### src/rtl/dma_steal_pkg.sv
package dma_steal_pkg;

  localparam int BUS_W  = 16;
  localparam int HOLD_W = 32;

  localparam logic [1:0] UNIT_BYTE = 2'b00;
  localparam logic [1:0] UNIT_WORD = 2'b01;

  typedef enum logic [2:0] {
    SEQ_IDLE,
    SEQ_ARB,
    SEQ_READ,
    SEQ_WRITE,
    SEQ_GAP
  } seq_st_e;

  // bytes moved per unit
  function automatic logic [2:0] unit_bytes(input logic [1:0] sz);
    case (sz)
      UNIT_BYTE: return 3'd1;
      UNIT_WORD: return 3'd2;
      default:   return 3'd4;
    endcase
  endfunction

  // a unit needs two word beats only when it is a longword
  function automatic logic two_beats(input logic [1:0] sz);
    return (sz != UNIT_BYTE) && (sz != UNIT_WORD);
  endfunction

  // byte offset of a beat within a unit
  function automatic logic [2:0] beat_offset(input logic beat);
    return beat ? 3'd2 : 3'd0;
  endfunction

  // lane enables: bit 1 = even byte (15:8), bit 0 = odd byte (7:0)
  function automatic logic [1:0] lane_sel(input logic [1:0] sz, input logic a0);
    if (sz == UNIT_BYTE) return a0 ? 2'b01 : 2'b10;
    return 2'b11;
  endfunction

endpackage

### src/rtl/dma_addr_cnt.sv
module dma_addr_cnt
  import dma_steal_pkg::*;
#(
  parameter int AW = 32,
  parameter int CW = 16
) (
  input  logic          clk,
  input  logic          rst_n,
  input  logic          load,
  input  logic          adv,
  input  logic [AW-1:0] ld_src,
  input  logic [AW-1:0] ld_dst,
  input  logic [CW-1:0] ld_cnt,
  input  logic [1:0]    size,
  output logic [AW-1:0] src,
  output logic [AW-1:0] dst,
  output logic [CW-1:0] cnt,
  output logic          last_unit
);

  logic [AW-1:0] step;
  assign step      = AW'(unit_bytes(size));
  assign last_unit = (cnt == CW'(1));

  always_ff @(posedge clk) begin
    if (!rst_n) begin
      src <= '0;
      dst <= '0;
      cnt <= '0;
    end else if (load) begin
      src <= ld_src;
      dst <= ld_dst;
      cnt <= ld_cnt;
    end else if (adv) begin
      src <= src + step;
      dst <= dst + step;
      cnt <= cnt - CW'(1);
    end
  end

endmodule

### src/rtl/dma_seq_ctrl.sv
module dma_seq_ctrl
  import dma_steal_pkg::*;
(
  input  logic    clk,
  input  logic    rst_n,
  input  logic    start_ok,
  input  logic    zero_cnt,
  input  logic    gnt,
  input  logic    long_unit,
  input  logic    last_unit,
  output seq_st_e state,
  output logic    phase,
  output logic    beat,
  output logic    rd_cap,
  output logic    unit_done,
  output logic    final_done,
  output logic    req,
  output logic    rd,
  output logic    wr
);

  logic beat_last;
  assign beat_last = (beat == long_unit);

  always_ff @(posedge clk) begin
    if (!rst_n) begin
      state <= SEQ_IDLE;
      phase <= 1'b0;
      beat  <= 1'b0;
    end else begin
      case (state)
        SEQ_IDLE: begin
          if (start_ok && !zero_cnt) state <= SEQ_ARB;
        end
        SEQ_ARB: begin
          if (gnt) begin
            state <= SEQ_READ;
            phase <= 1'b0;
            beat  <= 1'b0;
          end
        end
        SEQ_READ: begin
          if (!phase) begin
            phase <= 1'b1;
          end else begin
            phase <= 1'b0;
            if (!beat_last) begin
              beat <= 1'b1;
            end else begin
              beat  <= 1'b0;
              state <= SEQ_WRITE;
            end
          end
        end
        SEQ_WRITE: begin
          if (!phase) begin
            phase <= 1'b1;
          end else begin
            phase <= 1'b0;
            if (!beat_last) begin
              beat <= 1'b1;
            end else begin
              beat  <= 1'b0;
              state <= last_unit ? SEQ_IDLE : SEQ_GAP;
            end
          end
        end
        SEQ_GAP: state <= SEQ_ARB;
        default: state <= SEQ_IDLE;
      endcase
    end
  end

  assign rd         = (state == SEQ_READ);
  assign wr         = (state == SEQ_WRITE);
  assign req        = (state == SEQ_ARB) || rd || wr;
  assign rd_cap     = rd && phase;
  assign unit_done  = wr && phase && beat_last;
  assign final_done = unit_done && last_unit;

endmodule

### src/rtl/dma_hold_path.sv
module dma_hold_path
  import dma_steal_pkg::*;
(
  input  logic             clk,
  input  logic             rst_n,
  input  logic             cap,
  input  logic             beat,
  input  logic [1:0]       size,
  input  logic             src_a0,
  input  logic [BUS_W-1:0] rdata,
  output logic [BUS_W-1:0] wdata
);

  logic [HOLD_W-1:0] hold;
  logic [7:0]        rbyte;

  assign rbyte = src_a0 ? rdata[7:0] : rdata[15:8];

  always_ff @(posedge clk) begin
    if (!rst_n) begin
      hold <= '0;
    end else if (cap) begin
      if (size == UNIT_BYTE)      hold[7:0]   <= rbyte;
      else if (size == UNIT_WORD) hold[15:0]  <= rdata;
      else if (beat)              hold[15:0]  <= rdata;
      else                        hold[31:16] <= rdata;
    end
  end

  always_comb begin
    if (size == UNIT_BYTE)      wdata = {hold[7:0], hold[7:0]};
    else if (size == UNIT_WORD) wdata = hold[15:0];
    else if (beat)              wdata = hold[15:0];
    else                        wdata = hold[31:16];
  end

endmodule

### src/rtl/dma_steal_engine.sv
module dma_steal_engine
  import dma_steal_pkg::*;
#(
  parameter int AW = 32,
  parameter int CW = 16
) (
  input  logic          clk,
  input  logic          rst_n,
  input  logic [AW-1:0] cfg_src,
  input  logic [AW-1:0] cfg_dst,
  input  logic [CW-1:0] cfg_count,
  input  logic [1:0]    cfg_unit,
  input  logic          cfg_end_en,
  input  logic          cfg_start,
  output logic          busy,
  output logic          done,
  output logic          bus_req,
  input  logic          bus_gnt,
  output logic [AW-1:0] bus_addr,
  output logic          bus_rd,
  output logic          bus_wr,
  output logic [1:0]    bus_ben,
  output logic [15:0]   bus_wdata,
  input  logic [15:0]   bus_rdata,
  output logic          xfer_end
);

  seq_st_e       state;
  logic          phase, beat;
  logic          rd_cap, unit_done, final_done;
  logic          start_ok, zero_cnt;
  logic [1:0]    size_q;
  logic          end_en_q;
  logic [AW-1:0] src_q, dst_q;
  logic [CW-1:0] cnt_q;
  logic          last_unit;
  logic [AW-1:0] base_addr, raw_addr;
  logic          access;

  assign busy     = (state != SEQ_IDLE);
  assign start_ok = cfg_start && !busy;
  assign zero_cnt = (cfg_count == '0);

  always_ff @(posedge clk) begin
    if (!rst_n) begin
      size_q   <= UNIT_BYTE;
      end_en_q <= 1'b0;
      done     <= 1'b0;
    end else begin
      if (start_ok) begin
        size_q   <= cfg_unit;
        end_en_q <= cfg_end_en;
        done     <= zero_cnt;
      end else if (final_done) begin
        done <= 1'b1;
      end
    end
  end

  dma_addr_cnt #(.AW(AW), .CW(CW)) u_addr (
    .clk       (clk),
    .rst_n     (rst_n),
    .load      (start_ok),
    .adv       (unit_done),
    .ld_src    (cfg_src),
    .ld_dst    (cfg_dst),
    .ld_cnt    (cfg_count),
    .size      (size_q),
    .src       (src_q),
    .dst       (dst_q),
    .cnt       (cnt_q),
    .last_unit (last_unit)
  );

  dma_seq_ctrl u_seq (
    .clk        (clk),
    .rst_n      (rst_n),
    .start_ok   (start_ok),
    .zero_cnt   (zero_cnt),
    .gnt        (bus_gnt),
    .long_unit  (two_beats(size_q)),
    .last_unit  (last_unit),
    .state      (state),
    .phase      (phase),
    .beat       (beat),
    .rd_cap     (rd_cap),
    .unit_done  (unit_done),
    .final_done (final_done),
    .req        (bus_req),
    .rd         (bus_rd),
    .wr         (bus_wr)
  );

  dma_hold_path u_hold (
    .clk    (clk),
    .rst_n  (rst_n),
    .cap    (rd_cap),
    .beat   (beat),
    .size   (size_q),
    .src_a0 (src_q[0]),
    .rdata  (bus_rdata),
    .wdata  (bus_wdata)
  );

  assign access    = bus_rd || bus_wr;
  assign base_addr = bus_rd ? src_q : dst_q;
  assign raw_addr  = base_addr + AW'(beat_offset(beat));

  always_comb begin
    if (!access)                 bus_addr = '0;
    else if (size_q == UNIT_BYTE) bus_addr = raw_addr;
    else                         bus_addr = {raw_addr[AW-1:1], 1'b0};
  end

  assign bus_ben  = access ? lane_sel(size_q, raw_addr[0]) : 2'b00;
  assign xfer_end = end_en_q && access && last_unit;

endmodule

### config.mk
export PLATFORM = sky130hd
export DESIGN_NAME = dma_steal_engine
export DESIGN_NICKNAME = d
export VERILOG_FILES = /design/src/rtl/dma_steal_pkg.sv /design/src/rtl/dma_addr_cnt.sv /design/src/rtl/dma_seq_ctrl.sv /design/src/rtl/dma_hold_path.sv /design/src/rtl/dma_steal_engine.sv
export SDC_FILE = /design/constraint.sdc
export NUM_CORES = 1
export LEC_CHECK = 0
export BUFFER_PORTS_ARGS = -buffer_cell sky130_fd_sc_hd__buf_2
export CAP_MARGIN = 20
export CORE_ASPECT_RATIO = 0.7
export CORE_MARGIN = 8
export CORE_UTILIZATION = 56
export CTS_CLUSTER_SIZE = 8
export DETAILED_ROUTE_END_ITERATION = 6
export PLACE_DENSITY_LB_ADDON = 0.2
export SYNTH_ARGS = -nofsm -noshare
export SYNTH_HDL_FRONTEND = slang
export SYNTH_SLANG_ARGS = --single-unit
export TNS_END_PERCENT = 30
### constraint.sdc
create_clock -name clk -period 3.9 [get_ports clk]
set_clock_uncertainty 0.1 [all_clocks]
set_input_delay 0.585 -clock clk [delete_from_list [all_inputs] [get_ports clk]]
set_output_delay 0.585 -clock clk [all_outputs]
set_load 0.01 [all_outputs]
==> results.toml, run 1 <==
[placement]
dp_cells = 1385
place_congestion = 0.9549
place_hpwl_mm = 20.30
port-buffer-count = 158
pre_cts_ws_ps = 380.0

[cts]
clkTransAtPathRegs_ps = 60
cts_buffers = 17
cts_tree = "built"
clk_latency_ps = 430
clockRootBuffer = "clkbuf_16"
htreeDepth = 4
cts_setup_buffers = 0
clockBufferDepth = 2
clkSinkCount = 121
cts_hold_buf = 0

[run_status]
status = "complete, no violations"

[min_path]
worstHoldPathType = "in2reg"

[logic_synthesis]
ys.flop_type = "dfxtp_1"
yosysSeqAreaShare = 0.2982
ys_warn_count = 0
synth_area_per_cell_um2 = 7.399
synth-edff-count = 0
synth_cells = 1098
async_reset_ff_frac = 0
syn_nets = 1207
synth-seq-cells = 121
synth.distinct_cells = 74
syn_area_mm2 = 0.008124

[layout]
final_common_cell = "nand2_1"
syn_to_final_growth_pct = 19.14
antenna_cells = 0
final_cells = 1417
multi_input_area_mm2 = 0.005331
fin_nets = 1323
layout_common_cells = "nand2_1, buf_2, dfxtp_1"
final_layout_size_suffix_gt1_frac = 0.2103
fill_cells = 1215
seqCellArea_mm2 = 0.002422

[die]
rows = 36
num_io_pins = 159
die_x_um = 160.0
die-area_mm2 = 0.01868
die_h_um = 116.8
core_area_mm2 = 0.01405
initial_utilization = 0.5781

[sta]
setup_viol = 0
max-slew-margin-rel = 0.3359
hold_ws_ps = 296.8
fmax_ghz = 0.2674
hold_viol = 0
tightest_slew_ps = 996.1
tns_ps = 0
fin_crit_ps = 3740
rsz0062_at_grt = "no"
drv_slew = 0
setup_slack_ps = 159.7
post-route-period-util = 0.9590

[global_routing]
grt_pass1_wl_mm = 45.86
grt_max_degree = 64
globalRouteTotalUtil = 0.3005
grt_remaining_overflow = 0
grt_pass1_vias = 8649
antenna_found_initial = 0

[power_and_ir_drop]
leakage_nw = 3.625
ir_drop_mv = 0.3520
powerDensity_mw_per_mm2 = 378.9

[setup_path]
critPathRequiredTime_ps = 3210
critPathKind = "reg2out"
arrival_ps = 3060
critical_path.max_fanout = 33
end_kind = "primary output"
cp-start-kind = "register"

[route]
ant_nets = 0
dr.first_iter.drc_count = 1248
wl_per_cell_um = 20.40
first_pass_iters = 6
avgViaCountPerCell = 6.639
routed-via-count = 9407
finalWirelength_mm = 28.90
drc = 0

[job]
max_cap_viol_count = 0
metal layers:
layer	global-route usage	share of wire	up-vias
li1	-	-	4340
met1	0.4246	0.45	4392
met2	0.4350	0.41	626
met3	0.07792	0.12	49
met4	0.1036	0.017	0
met5	0	0	-
state kept, by name, summed over array words and instances, names as in the netlist:
name,cells
done,1
end_en_q,1
size_q,2
u_addr.cnt,16
u_addr.dst,32
u_addr.src,32
u_hold.hold,32
u_seq.beat,1
u_seq.phase,1
u_seq.state,3
critical path, stage by stage, from the launching register on:
cell,delay [ps]
dfxtp_1,310
or3b_1,440
buf_6,240
nor3_1,480
o221ai_4,290
or4_1,550
and3_1,170
buf_2,130
area by class of cell:
type,instances,share of cell area
clock inverter,15,0.01810
clock buffer,17,0.04395
tap,190,0.02456
timing repair buffer,188,0.1066
multi-input combinational,872,0.5508
sequential,121,0.2503
inverter,14,0.005688
repair_timing:
| item | CTS | global route |
|---|---|---|
| endpoints found under the hold margin | 0 | 0 |
| endpoints found under the setup margin | 2 | 4 |
| resized for setup | 1 | 5 |
| gates cloned | 0 | 0 |
kinds of logic (layout without fill, tap and decap cells):
family / count (synthesis) / after routing / synth area share
and+or+nand+nor: 468 / 468 / 0.2902
AOI/OAI and AO/OA: 324 / 324 / 0.2603
DFF: 121 / 121 / 0.2982
buffers and inverters: 105 / 234 / 0.05313
muxes: 44 / 44 / 0.05668
xor gates and xnor gates: 30 / 30 / 0.03234
adders and majority gates: 6 / 6 / 0.009240
report_power, final:
group          total, mW  switching, mW  internal (mW)
logic              0.580          0.351          0.229
clock network       1.65          0.650           1.00
registers           1.43          0.123           1.31
final timing paths:
| check | start | end | slack (ps) | cells past startpoint |
|---|---|---|---|---|
| setup reg to reg | size_q[1] | u_addr.src[18] | 910 | 9 |
| hold / removal | cfg_end_en | end_en_q | 300 | 3 |
| hold reg to reg | u_hold.hold[20] | u_hold.hold[20] | 350 | 2 |
| setup / recovery | u_seq.state[0] | bus_addr[23] | 160 | 7 |
cells in the mapped netlist (8+ instances only):
library cell  count  area [um2]
nor3_1           28       140.1
xnor2_1          22       192.7
mux2i_1          30       300.3
nor4_1           23       143.9
nand4_1          32       200.2
mux2_2           13       146.4
nand3_1          30       150.1
and3_1           22       137.6
and2_1           15       93.84
a21oi_1          77       385.4
nor2_1           85       319.1
or4_1            12       90.09
dfxtp_1         121        2422
xor2_1            8       70.07
o21ai_0          69       345.3
o21a_1           10       75.07
o211ai_1         14       105.1
inv_1            12       45.04
a311oi_1         11       96.34
o31ai_1          12       90.09
clkbuf_1         70       262.8
a31oi_1          39       244.0
nand2_1         165       619.3
or3_1            16       100.1
a22oi_1          21       157.7
buf_2            10       50.05
a211oi_1         10       75.07
stage by stage:
stage            util  cell area, um2  power (mW)
3_5_place_dp   0.6433            9041       2.012
3_3_place_gp   0.6433            9041       2.004
5_1_grt        0.6887            9679       3.776
6_report       0.6887            9679       3.668
4_1_cts        0.6869            9653       3.637
2_1_floorplan       -            8124       1.794
No activity file was read; power rests on OpenSTA's default activity.
==> inputs of run 2 (changes only) <==
==> constraint.sdc (replaced) <==
create_clock -name clk -period 3.9 [get_ports clk]
set_clock_uncertainty 0.1 [all_clocks]
set_input_delay 0.195 -clock clk [delete_from_list [all_inputs] [get_ports clk]]
set_output_delay 0.195 -clock clk [all_outputs]
set_load 0.01 [all_outputs]
==> run 2 against run 1 <==
The run now ends with DRC left. Clock power hardly changed. Non-clock buffer count grew 60. Sequential cell count unchanged. Sequential share of layout area decreased by 1.5 points. Global-route usage increased by 0.78 points. Design area is 6.2% higher. Die area unchanged. Utilization up 4.3 points. Critical endpoint unchanged.
==> results.toml, run 2 (synthesis gave the netlist of run 1 again) <==
[global_routing]
grt_pass1_wl_mm = 46.94
globalRouteTotalUtil = 0.3083
grt_remaining_overflow = 0
grt_pass1_vias = 8951
grt_max_degree = 74
antenna_found_initial = 0

[setup_path]
cp_slowest_cell = "or4_1"
end_kind = "primary output"
rr_startpoint = "u_seq.state[0]"
critPathRequiredTime_ps = 3610
crit_path_max_incr_delay_ps = 570
rrSetupSlack_ps = 840
critPathKind = "reg2out"
arrival_ps = 3430
ff2ff_path_depth = 7
cp-start-kind = "register"
path_cells = "or3b_1 > clkinv_2 > nand2_1 > nand2_1 > ha_1 > buf_4 > ha_1 > o221ai_4 > or4_1 > and3_1 > buf_2"
r2r_end = "u_addr.src[27]"
critical_path.max_fanout = 18

[placement]
place_hpwl_mm = 20.41
dp_cells = 1383
port-buffer-count = 158
place_congestion = 0.9662
placed_cell_area_mm2 = 0.009026

[cts]
cts_buffers = 17
clk_latency_ps = 420
clockRootBuffer = "clkbuf_16"
cts_tree = "built"
cts_setup_buffers = 0
clockBufferDepth = 2
clkTransAtPathRegs_ps = 70
htreeDepth = 4
clkSinkCount = 121

[power_and_ir_drop]
pwr-share-clk = 0.450
pwr-share-comb = 0.166
powerDensity_mw_per_mm2 = 363.5
ir_drop_mv = 0.2607
pwr-share-seq = 0.384
power_mw = 3.738
leakage_nw = 3.889
p_sw_frac = 0.2979
p_sw_mw = 1.113
internal_power_mw = 2.624

[sta]
tightest_slew_ps = 1109
hold_viol = 0
fmax_ghz = 0.2682
tns_ps = 0
setup_viol = 0
hold_ws_ps = 3.497
fin_crit_ps = 3728
max-slew-margin-rel = 0.2594
post-route-period-util = 0.9560
rsz0062_at_grt = "no"
drv_slew = 0

[run_status]
status = "complete, but fails checks"
violations = "DRC"

[die]
die_x_um = 160.0
die_h_um = 116.8
initial_utilization = 0.5781
die-area_mm2 = 0.01868
core_area_mm2 = 0.01405
num_io_pins = 159
rows = 36

[layout]
post-route-cell-area_mm2 = 0.01028
fill_cells = 1107
final_cells = 1478
syn_to_final_growth_pct = 26.55
fin_nets = 1383
final_layout_size_suffix_gt1_frac = 0.1974
top_regs = "u_addr.dst (32), u_addr.src (32), u_hold.hold (32)"
final_common_cell = "nand2_1"
layout_common_cells = "nand2_1, buf_2, dfxtp_1"

[route]
ant_nets = 0
dr.first_iter.drc_count = 1321
routed-via-count = 9671
wl_per_cell_um = 20.29
drc = 1
avgViaCountPerCell = 6.543
first_pass_iters = 7
finalWirelength_mm = 29.99

[min_path]
min_to = "u_addr.dst[25]"
worstHoldPathType = "in2reg"
worstHoldPathCells = 3
min_from = "cfg_dst[25]"

[job]
max_cap_viol_count = 0
==> run 2: cell types whose count changed in the layout (fill, tap and decap cells not counted), sizes merged <==
cell	before	now
dlygate4sd3	0	62
buf	188	186
inv	16	17
clkinv	6	5
clkinvlp	4	1
diode	0	1
clkbuf	17	20
==> run 2: final cells by class <==
| class | instances | area [um2] | area share |
|---|---|---|---|
| well taps | 190 | 237.7 | 0.02312 |
| clock buffers | 20 | 456.7 | 0.04442 |
| repair buffers | 248 | 1634 | 0.1589 |
| multi-input cells | 872 | 5310 | 0.5165 |
| diodes | 1 | 2.502 | 0.0002434 |
| flip-flops and latches | 121 | 2422 | 0.2356 |
| clock inverters | 12 | 163.9 | 0.01594 |
| inverters | 14 | 53.80 | 0.005233 |
==> run 2: power by group through the flow <==
stage,Sequential (mW),Clock [mW],Combinational (mW)
6_report,1.44,1.68,0.620
3_3_place_gp,1.45,0,0.546
4_1_cts,1.43,1.68,0.605
2_1_floorplan,1.39,0,0.401
5_1_grt,1.45,1.73,0.670
3_5_place_dp,1.45,0,0.553
==> run 2: worst max-delay path by stage <==
stage | depth (start not counted) | end | startpoint | slack (ps)
floorplan | 14 | bus_addr[23] | u_seq.state[0] | 620
global placement | 11 | bus_addr[23] | u_seq.state[0] | 690
detailed placement | 11 | bus_addr[23] | u_seq.state[0] | 630
CTS | 11 | bus_addr[23] | u_seq.state[0] | 180
global route | 11 | bus_addr[23] | u_seq.state[0] | 3
finish | 11 | bus_addr[23] | u_seq.state[0] | 170
==> run 2: critical path, delay by kind of cell (launching register included) <==
kind | cells | cell delay (ps)
buffers and inverters | 3 | 560
DFF | 1 | 310
AOI/OAI and AO/OA | 1 | 280
adders and majority gates | 2 | 550
and+or+nand+nor | 5 | 1300
==> run 2: through the flow <==
step	utilization	setup WS (ps)
finish	0.7316	171.6
detailed placement	0.6423	627.3
floorplan	-	619.9
CTS	0.7306	181.6
global placement	0.6423	692.0
global route	0.7314	2.651
==> run 2: what timing repair did <==
| item | CTS | global route |
|---|---|---|
| hold buffers | 62 | 0 |
| setup endpoints to repair | 0 | 1 |
| hold endpoints to repair | 78 | 0 |
| resized for setup | 0 | 1 |
==> run 2: per-layer routing <==
metal	global-route usage	vias to the layer above	share of wire	wire, um
met1	0.4282	4463	0.43	13020
met4	0.1030	0	0.021	626
li1	-	4453	-	-
met5	0	-	0	0
met3	0.08526	64	0.13	3800
met2	0.4536	691	0.42	12540
